[src/rtl/dchain_pkg.sv]
package dchain_pkg;

  // descriptor layout: word index inside one descriptor
  localparam int DESC_WORDS = 3;
  localparam int IDX_NEXT   = 0;
  localparam int IDX_CTRL   = 1;
  localparam int IDX_BUF    = 2;

  // control word flag positions
  localparam int BIT_CHAIN  = 2;
  localparam int BIT_IRQ    = 3;
  localparam int BIT_DEC    = 6;

  typedef enum logic [1:0] {
    ST_IDLE  = 2'd0,
    ST_FETCH = 2'd1,
    ST_ISSUE = 2'd2,
    ST_WAIT  = 2'd3
  } seq_state_t;

endpackage

[src/rtl/dchain_sem.sv]
module dchain_sem #(
  parameter int SEM_W = 8
) (
  input  logic             clk,
  input  logic             rst,
  input  logic             clr,
  input  logic             add_en,
  input  logic [SEM_W-1:0] add_val,
  input  logic             dec,
  output logic [SEM_W-1:0] count
);
  localparam logic [SEM_W:0] SAT = {1'b0, {SEM_W{1'b1}}};

  logic [SEM_W:0] sum_up;
  logic [SEM_W:0] sum_dn;
  logic [SEM_W-1:0] nxt;

  always_comb begin
    sum_up = {1'b0, count} + (add_en ? {1'b0, add_val} : '0);
    sum_dn = (dec && sum_up != '0) ? sum_up - 1'b1 : sum_up;
    nxt    = (sum_dn > SAT) ? SAT[SEM_W-1:0] : sum_dn[SEM_W-1:0];
  end

  always_ff @(posedge clk) begin
    if (rst || clr) count <= '0;
    else            count <= nxt;
  end

endmodule

[src/rtl/dchain_fetch.sv]
module dchain_fetch #(
  parameter int AW = 32,
  parameter int DW = 32,
  parameter int NW = 3
) (
  input  logic                 clk,
  input  logic                 rst,
  input  logic                 clr,
  input  logic                 halt,
  input  logic                 start,
  input  logic [AW-1:0]        base,
  output logic                 rd_req,
  output logic [AW-1:0]        rd_addr,
  input  logic                 rd_ack,
  input  logic [DW-1:0]        rd_data,
  output logic [NW-1:0][DW-1:0] words,
  output logic                 fetched
);
  localparam int IW = (NW > 1) ? $clog2(NW) : 1;
  localparam logic [IW-1:0] LAST = IW'(NW - 1);
  localparam logic [AW-1:0] STRIDE = AW'(DW / 8);

  logic          active;
  logic [IW-1:0] widx;
  logic          xfer;

  assign xfer = rd_req && rd_ack;

  always_ff @(posedge clk) begin
    if (rst || clr) begin
      active  <= 1'b0;
      widx    <= '0;
      rd_req  <= 1'b0;
      rd_addr <= '0;
      fetched <= 1'b0;
    end else begin
      fetched <= 1'b0;
      if (start) begin
        active  <= 1'b1;
        widx    <= '0;
        rd_addr <= base;
        rd_req  <= !halt;
      end else if (active) begin
        if (xfer) begin
          if (widx == LAST) begin
            active  <= 1'b0;
            rd_req  <= 1'b0;
            fetched <= 1'b1;
          end else begin
            widx    <= widx + 1'b1;
            rd_addr <= rd_addr + STRIDE;
            rd_req  <= !halt;
          end
        end else begin
          rd_req <= !halt;
        end
      end
    end
  end

  for (genvar g = 0; g < NW; g++) begin : g_word
    always_ff @(posedge clk) begin
      if (rst || clr)
        words[g] <= '0;
      else if (active && xfer && widx == IW'(g))
        words[g] <= rd_data;
    end
  end

endmodule

[src/rtl/dchain_ctl.sv]
module dchain_ctl
  import dchain_pkg::*;
#(
  parameter int AW = 32,
  parameter int DW = 32
) (
  input  logic                         clk,
  input  logic                         rst,
  input  logic                         clr,
  input  logic                         halt,
  input  logic                         sem_nz,
  input  logic                         ptr_we,
  input  logic [AW-1:0]                ptr_wdata,
  output logic                         fetch_start,
  output logic [AW-1:0]                fetch_base,
  input  logic                         fetched,
  input  logic [DESC_WORDS-1:0][DW-1:0] words,
  output logic                         exec_pulse,
  output logic [DW-1:0]                exec_ctrl,
  output logic [DW-1:0]                exec_buf,
  input  logic                         exec_done,
  output logic                         cmd_done,
  output logic                         cmd_irq,
  output logic                         sem_dec,
  output logic                         busy
);
  seq_state_t    state;
  logic [AW-1:0] ptr;
  logic          ptr_valid;
  logic          done_lat;
  logic          retire;

  always_comb begin
    fetch_start = (state == ST_IDLE) && !halt && sem_nz && ptr_valid && !ptr_we;
    fetch_base  = ptr;
    retire      = (state == ST_WAIT) && (exec_done || done_lat) && !halt;
    sem_dec     = retire && exec_ctrl[BIT_DEC];
    busy        = (state != ST_IDLE);
  end

  always_ff @(posedge clk) begin
    if (rst || clr) begin
      state      <= ST_IDLE;
      ptr        <= '0;
      ptr_valid  <= 1'b0;
      done_lat   <= 1'b0;
      exec_pulse <= 1'b0;
      exec_ctrl  <= '0;
      exec_buf   <= '0;
      cmd_done   <= 1'b0;
      cmd_irq    <= 1'b0;
    end else begin
      exec_pulse <= 1'b0;
      cmd_done   <= 1'b0;
      cmd_irq    <= 1'b0;
      unique case (state)
        ST_IDLE: begin
          if (ptr_we) begin
            ptr       <= ptr_wdata;
            ptr_valid <= 1'b1;
          end else if (fetch_start) begin
            state <= ST_FETCH;
          end
        end
        ST_FETCH: begin
          if (fetched) state <= ST_ISSUE;
        end
        ST_ISSUE: begin
          if (!halt) begin
            exec_pulse <= 1'b1;
            exec_ctrl  <= words[IDX_CTRL];
            exec_buf   <= words[IDX_BUF];
            done_lat   <= 1'b0;
            state      <= ST_WAIT;
          end
        end
        ST_WAIT: begin
          if (retire) begin
            cmd_done <= 1'b1;
            cmd_irq  <= exec_ctrl[BIT_IRQ];
            done_lat <= 1'b0;
            if (exec_ctrl[BIT_CHAIN]) ptr <= words[IDX_NEXT][AW-1:0];
            else                      ptr_valid <= 1'b0;
            state <= ST_IDLE;
          end else if (exec_done) begin
            done_lat <= 1'b1;
          end
        end
        default: state <= ST_IDLE;
      endcase
    end
  end

endmodule

[src/rtl/dchain_seq.sv]
module dchain_seq
  import dchain_pkg::*;
#(
  parameter int AW    = 32,
  parameter int DW    = 32,
  parameter int SEM_W = 8
) (
  input  logic             clk,
  input  logic             rst,
  input  logic             chan_clr,
  input  logic             halt,
  input  logic             ptr_we,
  input  logic [AW-1:0]    ptr_wdata,
  input  logic             sem_we,
  input  logic [SEM_W-1:0] sem_wdata,
  output logic [SEM_W-1:0] sem_count,
  output logic             busy,
  output logic             rd_req,
  output logic [AW-1:0]    rd_addr,
  input  logic             rd_ack,
  input  logic [DW-1:0]    rd_data,
  output logic             exec_pulse,
  output logic [DW-1:0]    exec_ctrl,
  output logic [DW-1:0]    exec_buf,
  input  logic             exec_done,
  output logic             cmd_done,
  output logic             cmd_irq
);
  logic                          fetch_start;
  logic [AW-1:0]                 fetch_base;
  logic                          fetched;
  logic [DESC_WORDS-1:0][DW-1:0] words;
  logic                          sem_dec;
  logic                          sem_nz;

  assign sem_nz = (sem_count != '0);

  dchain_sem #(.SEM_W(SEM_W)) u_sem (
    .clk(clk), .rst(rst), .clr(chan_clr),
    .add_en(sem_we), .add_val(sem_wdata),
    .dec(sem_dec), .count(sem_count)
  );

  dchain_fetch #(.AW(AW), .DW(DW), .NW(DESC_WORDS)) u_fetch (
    .clk(clk), .rst(rst), .clr(chan_clr), .halt(halt),
    .start(fetch_start), .base(fetch_base),
    .rd_req(rd_req), .rd_addr(rd_addr), .rd_ack(rd_ack), .rd_data(rd_data),
    .words(words), .fetched(fetched)
  );

  dchain_ctl #(.AW(AW), .DW(DW)) u_ctl (
    .clk(clk), .rst(rst), .clr(chan_clr), .halt(halt),
    .sem_nz(sem_nz), .ptr_we(ptr_we), .ptr_wdata(ptr_wdata),
    .fetch_start(fetch_start), .fetch_base(fetch_base),
    .fetched(fetched), .words(words),
    .exec_pulse(exec_pulse), .exec_ctrl(exec_ctrl), .exec_buf(exec_buf),
    .exec_done(exec_done), .cmd_done(cmd_done), .cmd_irq(cmd_irq),
    .sem_dec(sem_dec), .busy(busy)
  );

endmodule

[config.mk]
export PLATFORM = sky130hd
export DESIGN_NAME = dchain_seq
export DESIGN_NICKNAME = d
export VERILOG_FILES = /design/src/rtl/dchain_pkg.sv /design/src/rtl/dchain_sem.sv /design/src/rtl/dchain_fetch.sv /design/src/rtl/dchain_ctl.sv /design/src/rtl/dchain_seq.sv
export SDC_FILE = /design/constraint.sdc
export NUM_CORES = 1
export LEC_CHECK = 0
export BUFFER_PORTS_ARGS = -buffer_cell sky130_fd_sc_hd__buf_2
export CORE_ASPECT_RATIO = 1.25
export CORE_MARGIN = 2
export CORE_UTILIZATION = 25
export DETAILED_ROUTE_END_ITERATION = 8
export GPL_TIMING_DRIVEN = 0
export HOLD_SLACK_MARGIN = 0.02
export PLACE_DENSITY = 0.54
export REMOVE_ABC_BUFFERS = 1
export SLEW_MARGIN = 10
export SYNTH_ARGS = -nofsm -noshare
export SYNTH_HDL_FRONTEND = slang
export SYNTH_SLANG_ARGS = --single-unit
[constraint.sdc]
create_clock -name clk -period 9.2 [get_ports clk]
set_input_delay 1.84 -clock clk [delete_from_list [all_inputs] [get_ports clk]]
set_output_delay 1.84 -clock clk [all_outputs]
set_load 0.1 [all_outputs]
==> flow_summary.ini, run 1 <==
[yosys]
syn_area_um2 = 10000
syn_avg_cell_area_um2 = 8.20
synth_area_leader_cell = dfxtp_1
ys_top_cells_by_count = 341 x nand2_1, 244 x dfxtp_1, 182 x a21oi_1
synth-edff-count = 0
ys_top_cells_by_area = dfxtp_1 49%, nand2_1 13%, a21oi_1 9.1%
netlist.area_leader.share_pct = 48.8
ys_async_sr_fraction_pct = 0
netlist_instances = 1220
yosys_register_bits = 244
synthFlopType = dfxtp_1
yosysUniqueCellTypes = 58
yosysMostFrequentCell = nand2_1
yosysSeqAreaShare_pct = 48.8
synth_warnings = 0

[final_layout]
area_delta_synth_final_pct = 25.6
regArea_um2 = 4880
fillers = 4172
fin_nets = 1469
final_util_pct = 32.0
drive_gt1_share_pct = 19.5
multi_input_area_um2 = 4750

[grt]
grt_pass1_wl_mm = 47.2
grt_overflow_total = 0
grt_pass1_vias = 8371
grt_max_degree = 69
grtUsageTotal_pct = 14.4
antenna_found_initial = 3

[clocking]
holdBufCountCts = 0
cts_tree = yes
cts_resized = 0
post-cts-setup-buffers = 0
cts_max_level = 1
clkTransAtPathRegs_ns = 0.06
clock_path_buffers = 3
root_buffer = clkbuf_16
clkLatencyLatePin_ns = 0.54
numCtsBuffers = 27
cts_sinks = 244

[critical_path]
reg2regPathDepth = 9
reg2reg_slack_ns = 6.20
cp-start-kind = primary input
cp-end-kind = flop
worstReg2RegEnd = u_sem.count[5]$_SDFF_PP0_
critPathTopFamily = compound AO/OA/AOI/OAI gates
path_buf_inv = 1
worst-path-stages = 11
crit_slowest_cell = fa_1
cp.arrival_ns = 4.63
required_ns = 9.58
crit_type = primary input to flop
path_cells = buf_2 -> and2_1 -> ha_1 -> fa_1 -> a21o_1 -> a221oi_1 -> o21ai_0 -> a21oi_2 -> a21oi_1 -> o21ai_1 -> o21ai_0
cpMostUsedCell = o21ai_0
r2r_start = u_sem.count[0]$_SDFF_PP0_
crit_fanout = 9
cp_slowest_stage_delay_ns = 0.48

[place]
portBuffers = 188
gp_congestion = 0.756
hpwl_mm = 21.9

[detailed_routing]
drtIter0Drc = 436
met3_length_mm = 1.15
maxUsedRoutingLayer = met5
wl_met1_mm = 13.7
first_pass_iters = 5
ant_nets = 0
wire_per_inst_um = 16.3
drcViolationCount = 0
drt-total-wl_mm = 30.8
vias = 8768
routed_via_density = 4.64
met2WireLength_mm = 14.9

[sta]
setup_viol = 0
max_slew.worst_pin.slew_ns = 1.16
post-route-min-period_ns = 4.25
hold_viol = 0
skew_ns = 0.0125
slew_headroom_pct = 22.6
slew_viol_final = 0
rsz0062_at_grt = false
fin_crit_sh_pct = 46.2
setup_tns_ns = 0
max_freq_ghz = 0.235

[floorplanning]
dieArea_um2 = 41700
fp.dieH_um = 228
io-pin-count = 189
rows = 81
die_w_um = 183
start_util_pct = 25.4
fp.coreArea_um2 = 39300

[status]
status = finished clean

[min_path]
hold_depth = 2
hold_path.class = flop to flop
whs_endpoint = u_ctl.exec_buf[7]$_SDFFE_PP0P_
hold_path_startpoint = u_fetch.words[71]$_SDFFE_PP0P_

[pwr]
leakage_nw = 4.66
peakVddDrop_mv = 0.142
p_per_area_nw_per_um2 = 186
finalPower_mw = 2.34

[flow_run]
max-cap-violations = 0
## per-layer routing
layer / GRT usage [%] / vias to the layer above
met5: 0 / -
met4: 5.68 / 2
met3: 1.90 / 51
met2: 24.9 / 172
met1: 18.4 / 4099
li1: - / 4444
## layout make-up
class                           instances  share of cell area [%]
Tap cell                              498                    4.96
Timing Repair Buffer                  209                    10.6
Sequential cell                       244                    38.9
Inverter                               14                   0.418
Multi-Input combinational cell        874                    37.8
Clock inverter                         12                    1.31
Antenna cell                            3                  0.0597
Clock buffer                           35                    5.93
## worst min-delay path, cell delays in order, from the launching register on
cell and delay, ns:
dfxtp_1 0.30, nand2_1 0.05, a21oi_1 0.05
## how the worst max path moves through the flow
stage,from,endpoint
floorplan,halt,u_ctl.fetch_base[0]$_SDFFE_PP0P_
CTS,sem_we,u_sem.count[5]$_SDFF_PP0_
finish,sem_we,u_sem.count[5]$_SDFF_PP0_
global route,sem_we,u_sem.count[5]$_SDFF_PP0_
detailed placement,sem_we,u_sem.count[5]$_SDFF_PP0_
global placement,halt,u_ctl.exec_buf[21]$_SDFFE_PP0P_
## cells by family after synthesis
family                   after synthesis  synth area share [%]
adder cells (fa/ha/maj)               19                  2.45
flip-flops                           244                  48.8
multiplexers                          38                  3.85
XOR/XNOR                              33                  2.89
AO/OA/AOI/OAI                        290                  17.2
buffers and inverters                102                  4.09
AND/OR/NAND/NOR                      494                  20.7
## state kept, by name, summed over array words and instances (netlist names), 2 cells and up
register / flops
u_ctl.exec_buf: 32
u_ctl.exec_ctrl: 32
u_ctl.fetch_base: 32
u_ctl.state: 2
u_fetch.rd_addr: 32
u_fetch.widx: 2
u_fetch.words: 96
u_sem.count: 8
## report_power, final
part	switching, mW	leakage [nW]	total (mW)	internal [mW]
Combinational	0.102	2.24	0.152	0.0497
Clock	0.435	0.447	1.11	0.679
Sequential	0.00696	1.97	1.07	1.07
Total	0.544	4.66	2.34	1.80
## cells in the final DEF, fill, tap and decap left out, types with 5 or more instances in the layout
cell type  instances
a211oi_1          53
a21oi_1          182
a311oi_1           5
and2_1            11
and3_1             6
and4_1             5
buf_12             5
buf_16             6
buf_2            188
buf_6              5
buf_8              5
clkbuf_16         27
clkinv_2           6
dfxtp_1          244
ha_1              17
inv_1             14
mux2i_1           37
nand2_1          340
nand3_1           11
nand4_1           10
nor2_1            80
nor3_1             5
o211ai_1           6
o21ai_0           19
xnor2_1           18
xor2_1            15
## per-stage QoR
stage          area, µm²  hold slack [ns]  worst slack, ns  instances
2_1_floorplan       9650            0.432             4.53       1132
3_3_place_gp       11200            0.438             2.31       1818
3_5_place_dp       11700            0.444             4.42       1839
4_1_cts            12600            0.452             4.99       1886
5_1_grt            12600            0.468             4.82       1888
6_report           12600            0.450             4.95       1889
Power figures use the tool's default switching activity.
==> run 2, diff against run 1 <==
- ABC_AREA: default -> 1
- PLACE_DENSITY: 0.54 -> 0.55
- clock period: 9.2 -> 3.4 ns (I/O delays scaled with it)
==> flow_summary.ini, run 2 <==
[detailed_routing]
wire_per_inst_um = 14.7
drcViolationCount = 0
vias = 9870
ant_nets = 0
first_pass_iters = 5
routed_via_density = 4.45
drt-total-wl_mm = 32.5
drtIter0Drc = 380

[critical_path]
cp-start-kind = flop
crit_fanout = 38
reg2reg_slack_ns = 0.50
crit_type = flop to flop
required_ns = 3.83
reg2regPathDepth = 9
r2r_start = u_ctl.state[0]$_SDFFE_PP0P_
cp.arrival_ns = 3.33
cp-end-kind = flop
critPathTopFamily = buffers and inverters
cp_slowest_stage_delay_ns = 0.45
path_buf_inv = 3
path_cells = ha_4 -> inv_2 -> nor3_1 -> nor2_1 -> inv_1 -> o211ai_4 -> buf_12 -> o21ai_0 -> a21oi_1
crit_slowest_cell = ha_4
worstReg2RegEnd = u_ctl.fetch_base[21]$_SDFFE_PP0P_

[pwr]
switching_share_pct = 24.3
p_int_mw = 4.75
p_comb_share_pct = 6.8
peakVddDrop_mv = 0.301
leakage_nw = 5.83
p_per_area_nw_per_um2 = 480
clock_power_share_pct = 47.1
switchingPower_mw = 1.53
sequentialPowerShare_pct = 46.1

[sta]
post-route-min-period_ns = 2.90
max_slew.worst_pin.slew_ns = 1.17
rsz0062_at_grt = false
max_freq_ghz = 0.345
fin_crit_sh_pct = 85.3
setup_tns_ns = 0
slew_headroom_pct = 22.0
holdWs_ns = 0.387
slew_viol_final = 0
hold_viol = 0
setup_viol = 0
skew_ns = 0.0236

[grt]
grt.busiest_layer = met2
use_met3_pct = 2.04
grt_overflow_total = 0
grt_max_degree = 69
grt_pass1_vias = 9655
grtUsageTotal_pct = 14.4
use_met2_pct = 25.2
grt_use_met1_pct = 18.1
grt_pass1_wl_mm = 51.8
antenna_found_initial = 4

[clocking]
clock_path_buffers = 3
holdBufCountCts = 0
numCtsBuffers = 25
root_buffer = clkbuf_16
cts_max_level = 1
clkTransAtPathRegs_ns = 0.07
clkLatencyLatePin_ns = 0.55
cts_tree = yes
cts_sinks = 244

[final_layout]
final_cell_mix = 351 x nor2_1, 251 x nand2_1, 244 x dfxtp_1
final_area_um2 = 13100
final_common_cell = nor2_1
fillers = 4584
largest_register = u_fetch.words
fin_nets = 1736
largest_reg_flops = 96
drive_gt1_share_pct = 18.3
area_delta_synth_final_pct = 22.4

[yosys]
synth_warnings = 0
yosysUniqueCellTypes = 48
synth_area_leader_cell = dfxtp_1
synthFlopType = dfxtp_1
syn_area_um2 = 10700
netlist.area_leader.share_pct = 45.7
synth-edff-count = 0
syn_avg_cell_area_um2 = 7.16
ys_top_cells_by_area = dfxtp_1 46%, nor2_1 12%, o21ai_0 9.4%
yosysSeqAreaShare_pct = 45.7
yosysMostFrequentCell = nor2_1
ys_async_sr_fraction_pct = 0
ys_top_cells_by_count = 354 x nor2_1, 253 x nand2_1, 244 x dfxtp_1
yosys_register_bits = 244
netlist_instances = 1492

[floorplanning]
dieArea_um2 = 44400
fp.coreArea_um2 = 42100
fp.dieH_um = 235
rows = 84
start_util_pct = 25.4
io-pin-count = 189
die_w_um = 189

[place]
dpl-instance-area_um2 = 12200
hpwl_mm = 22.8
portBuffers = 188
gp_congestion = 0.854

[min_path]
hold_path.class = primary input to flop
whs_endpoint = u_fetch.words[92]$_SDFFE_PP0P_
hold_depth = 3
hold_path_startpoint = rd_data[28]

[status]
status = finished clean

[flow_run]
max-cap-violations = 0
## run 2: cell types whose count changed after synthesis, moves of 52 or more
cell,change
a21oi_1,-127
nor2_1,+273
o21ai_0,+182
nand2_1,-88
inv_1,+94
a211oi_1,-52
## run 2: worst min-delay path, delay by kind of cell
family,cells,cell delay [ns]
buffers and inverters,1,0.10
and+or+nand+nor,2,0.12
## run 2: worst max path at each step
stage / from / to / slack, ns / cells past startpoint
after floorplan: rst / u_fetch.rd_req$_SDFFE_PP0P_ / -4.62 / 5
after global placement: rst / u_fetch.rd_addr[17]$_SDFFE_PP0P_ / -12.22 / 6
after detailed placement: rd_ack / u_fetch.words[56]$_SDFFE_PP0P_ / -0.36 / 7
after CTS: u_fetch.rd_req$_SDFFE_PP0P_ / u_fetch.words[56]$_SDFFE_PP0P_ / 0.005 / 6
after global routing: u_ctl.state[0]$_SDFFE_PP0P_ / u_ctl.fetch_base[10]$_SDFFE_PP0P_ / 0.12 / 9
final: u_ctl.state[0]$_SDFFE_PP0P_ / u_ctl.fetch_base[21]$_SDFFE_PP0P_ / 0.50 / 9
## run 2: power groups by stage
| stage | sequential [mW] | combinational [mW] | clock, mW |
|---|---|---|---|
| CTS | 2.89 | 0.432 | 3.06 |
| finish | 2.89 | 0.427 | 2.96 |
| global placement | 2.96 | 0.432 | 0 |
| floorplan | 3.01 | 0.239 | 0 |
| detailed placement | 2.96 | 0.431 | 0 |
| global route | 2.89 | 0.479 | 3.16 |
## run 2: timing repair
item,4_1_cts,5_1_grt
buffers inserted,0,0
endpoints found under the setup margin,3,0
gates resized for setup,1,0
## run 2: per-layer routing
metal	share of wire [%]	routed length, µm
met1	45	14800
met2	49	16000
met3	3.3	1080
met4	2.2	728
met5	0.040	13
## run 2: area by class of cell
type                    count  area (µm²)  share of cell area, %
multi-input cells        1048        5060                   38.7
flip-flops and latches    244        4880                   37.4
repair buffers            195        1090                   8.32
well taps                 559         699                   5.35
clock buffers              27         633                   4.84
inverters                 123         474                   3.63
clock inverters            17         228                   1.74
diodes                      3        7.51                 0.0574
## run 2: kinds of logic (layout without fill, tap and decap cells)
family	Yosys count	after routing	share of synthesized area, %
AO/OA/AOI/OAI	311	311	15.6
adder cells (fa/ha/maj)	19	19	2.29
buffers and inverters	200	362	7.38
AND/OR/NAND/NOR	694	694	27.1
flip-flops	244	244	45.7
other	0	3	0
XOR/XNOR	24	24	1.97
## run 2: per-stage QoR
step / util, % / worst slack (ns) / std cells / power [mW]
after floorplan: - / -4.62 / 1415 / 3.24
after global placement: 28.5 / -12.22 / 2162 / 3.39
after detailed placement: 28.9 / -0.364 / 2169 / 3.39
after CTS: 31.0 / 0.00539 / 2213 / 6.39
after global routing: 31.0 / 0.120 / 2215 / 6.53
final: 31.0 / 0.500 / 2216 / 6.28
==> run 3, diff against run 2 <==
- CORE_UTILIZATION: 25 -> 45
- HOLD_SLACK_MARGIN: 0.02 -> default
- PLACE_DENSITY: 0.55 -> 0.81
==> flow_summary.ini, run 3 (synthesis gave the netlist of run 2 again) <==
[flow_run]
max-cap-violations = 0

[pwr]
p_comb_share_pct = 6.7
p_per_area_nw_per_um2 = 495
finalPower_mw = 6.32
p_int_mw = 4.90
switchingPower_mw = 1.42
leakage_nw = 5.85
sequentialPowerShare_pct = 45.8
switching_share_pct = 22.5
peakVddDrop_mv = 0.321
clock_power_share_pct = 47.5

[final_layout]
final_common_cell = nor2_1
drive_gt1_share_pct = 18.1
fin_nets = 1735
area_delta_synth_final_pct = 19.4
final_cell_mix = 351 x nor2_1, 252 x nand2_1, 244 x dfxtp_1
largest_reg_flops = 96
fin_cells = 1943
largest_register = u_fetch.words
fillers = 2184
final_area_um2 = 12800

[place]
portBuffers = 188
gp_congestion = 0.935
dp_cells = 1901
dpl-instance-area_um2 = 11800
preCtsSetupSlack_ns = -0.0267
hpwl_mm = 19.9

[detailed_routing]
ant_nets = 0
drcViolationCount = 0
routed_via_density = 5.17
drt-total-wl_mm = 29.0
drtIter0Drc = 602
vias = 10100
first_pass_iters = 5
wire_per_inst_um = 14.9

[sta]
rsz0062_at_grt = false
skew_ns = 0.0217
fin_crit_sh_pct = 85.6
hold_viol = 0
timing.final.ws_setup_ns = 0.488
max_freq_ghz = 0.343
slew_viol_final = 0
setup_viol = 0
post-route-min-period_ns = 2.91
max_slew.worst_pin.slew_ns = 1.09
slew_headroom_pct = 27.1

[clocking]
clock_path_buffers = 3
cts_max_level = 1
clkLatencyLatePin_ns = 0.52
clkTransAtPathRegs_ns = 0.06
holdBufCountCts = 0
cts_sinks = 244
root_buffer = clkbuf_16
cts_tree = yes
numCtsBuffers = 25

[critical_path]
crit_type = flop to flop
crit_fanout = 41
required_ns = 3.80
cp-end-kind = flop
cp.arrival_ns = 3.31
cp-start-kind = flop

[grt]
grt_pass1_vias = 9704
antenna_found_initial = 1
grt_pass1_wl_mm = 46.6
grt_overflow_total = 0
grt_max_degree = 69
grtUsageTotal_pct = 22.8

[floorplanning]
rows = 63
dieArea_um2 = 25000
io-pin-count = 189
fp.coreArea_um2 = 23500
start_util_pct = 45.5
die_w_um = 142
fp.dieH_um = 176

[min_path]
hold_path.class = primary input to flop

[status]
status = finished clean
## run 3: cell types whose count changed in the layout (fill, tap and decap cells not counted), sizes merged
cell,before,now
clkbuf,27,30
buf,195,194
diode,3,2
clkinvlp,4,0
clkinv,8,4
bufinv,5,6
## run 3: cell type report
class | instances | area [µm²] | share of cell area (%)
multi-input cells | 1048 | 5060 | 39.7
flip-flops and latches | 244 | 4880 | 38.3
repair buffers | 194 | 1080 | 8.43
clock buffers | 30 | 684 | 5.36
inverters | 123 | 474 | 3.72
well taps | 292 | 365 | 2.86
clock inverters | 10 | 208 | 1.63
diodes | 2 | 5.00 | 0.0392
## run 3: worst paths after layout
kind | startpoint | to | slack [ns] | cells past startpoint
setup / recovery | u_ctl.state[0]$_SDFFE_PP0P_ | u_ctl.fetch_base[23]$_SDFFE_PP0P_ | 0.49 | 9
setup reg to reg | u_ctl.state[0]$_SDFFE_PP0P_ | u_ctl.fetch_base[23]$_SDFFE_PP0P_ | 0.49 | 9
hold reg to reg | u_ctl.fetch_base[16]$_SDFFE_PP0P_ | u_ctl.fetch_base[16]$_SDFFE_PP0P_ | 0.44 | 2
hold / removal | rd_data[29] | u_fetch.words[93]$_SDFFE_PP0P_ | 0.42 | 3
## run 3: metal layers
metal  track usage (%)  vias up  share of wire (%)
met5                 0        -                  0
met4              11.3        0                4.5
met3              3.01       84                4.9
met2              40.9      299                 50
met1              26.8     4622                 41
li1                  -     5048                  -
## run 3: power by group through the flow
stage / Clock (mW) / Combinational, mW / Sequential, mW
detailed placement: 0 / 0.425 / 2.96
CTS: 3.06 / 0.427 / 2.89
global placement: 0 / 0.417 / 2.96
floorplan: 0 / 0.239 / 3.01
global route: 3.15 / 0.474 / 2.90
finish: 3.00 / 0.426 / 2.89
## run 3: what timing repair did
item,in CTS,in global routing
buffers inserted,0,0
gates resized for setup,0,2
endpoints found under the setup margin,0,24
## run 3: through the flow
stage / util [%] / hold WS [ns] / TNS, ns
2_1_floorplan: - / 0.422 / -667.63
3_3_place_gp: 49.7 / 0.435 / -1675.71
3_5_place_dp: 50.4 / 0.436 / -0.0472
4_1_cts: 54.2 / 0.402 / 0
5_1_grt: 54.3 / 0.424 / 0
6_report: 54.3 / 0.417 / 0
## run 3: worst max-delay path, cell delays in order, from the launching register on
cell and delay (ns):
dfxtp_1 0.43, ha_4 0.47, inv_2 0.43, nor3_1 0.34, nor2_1 0.12, inv_1 0.16
o211ai_4 0.24, buf_12 0.28, o21ai_0 0.21, a21oi_1 0.07
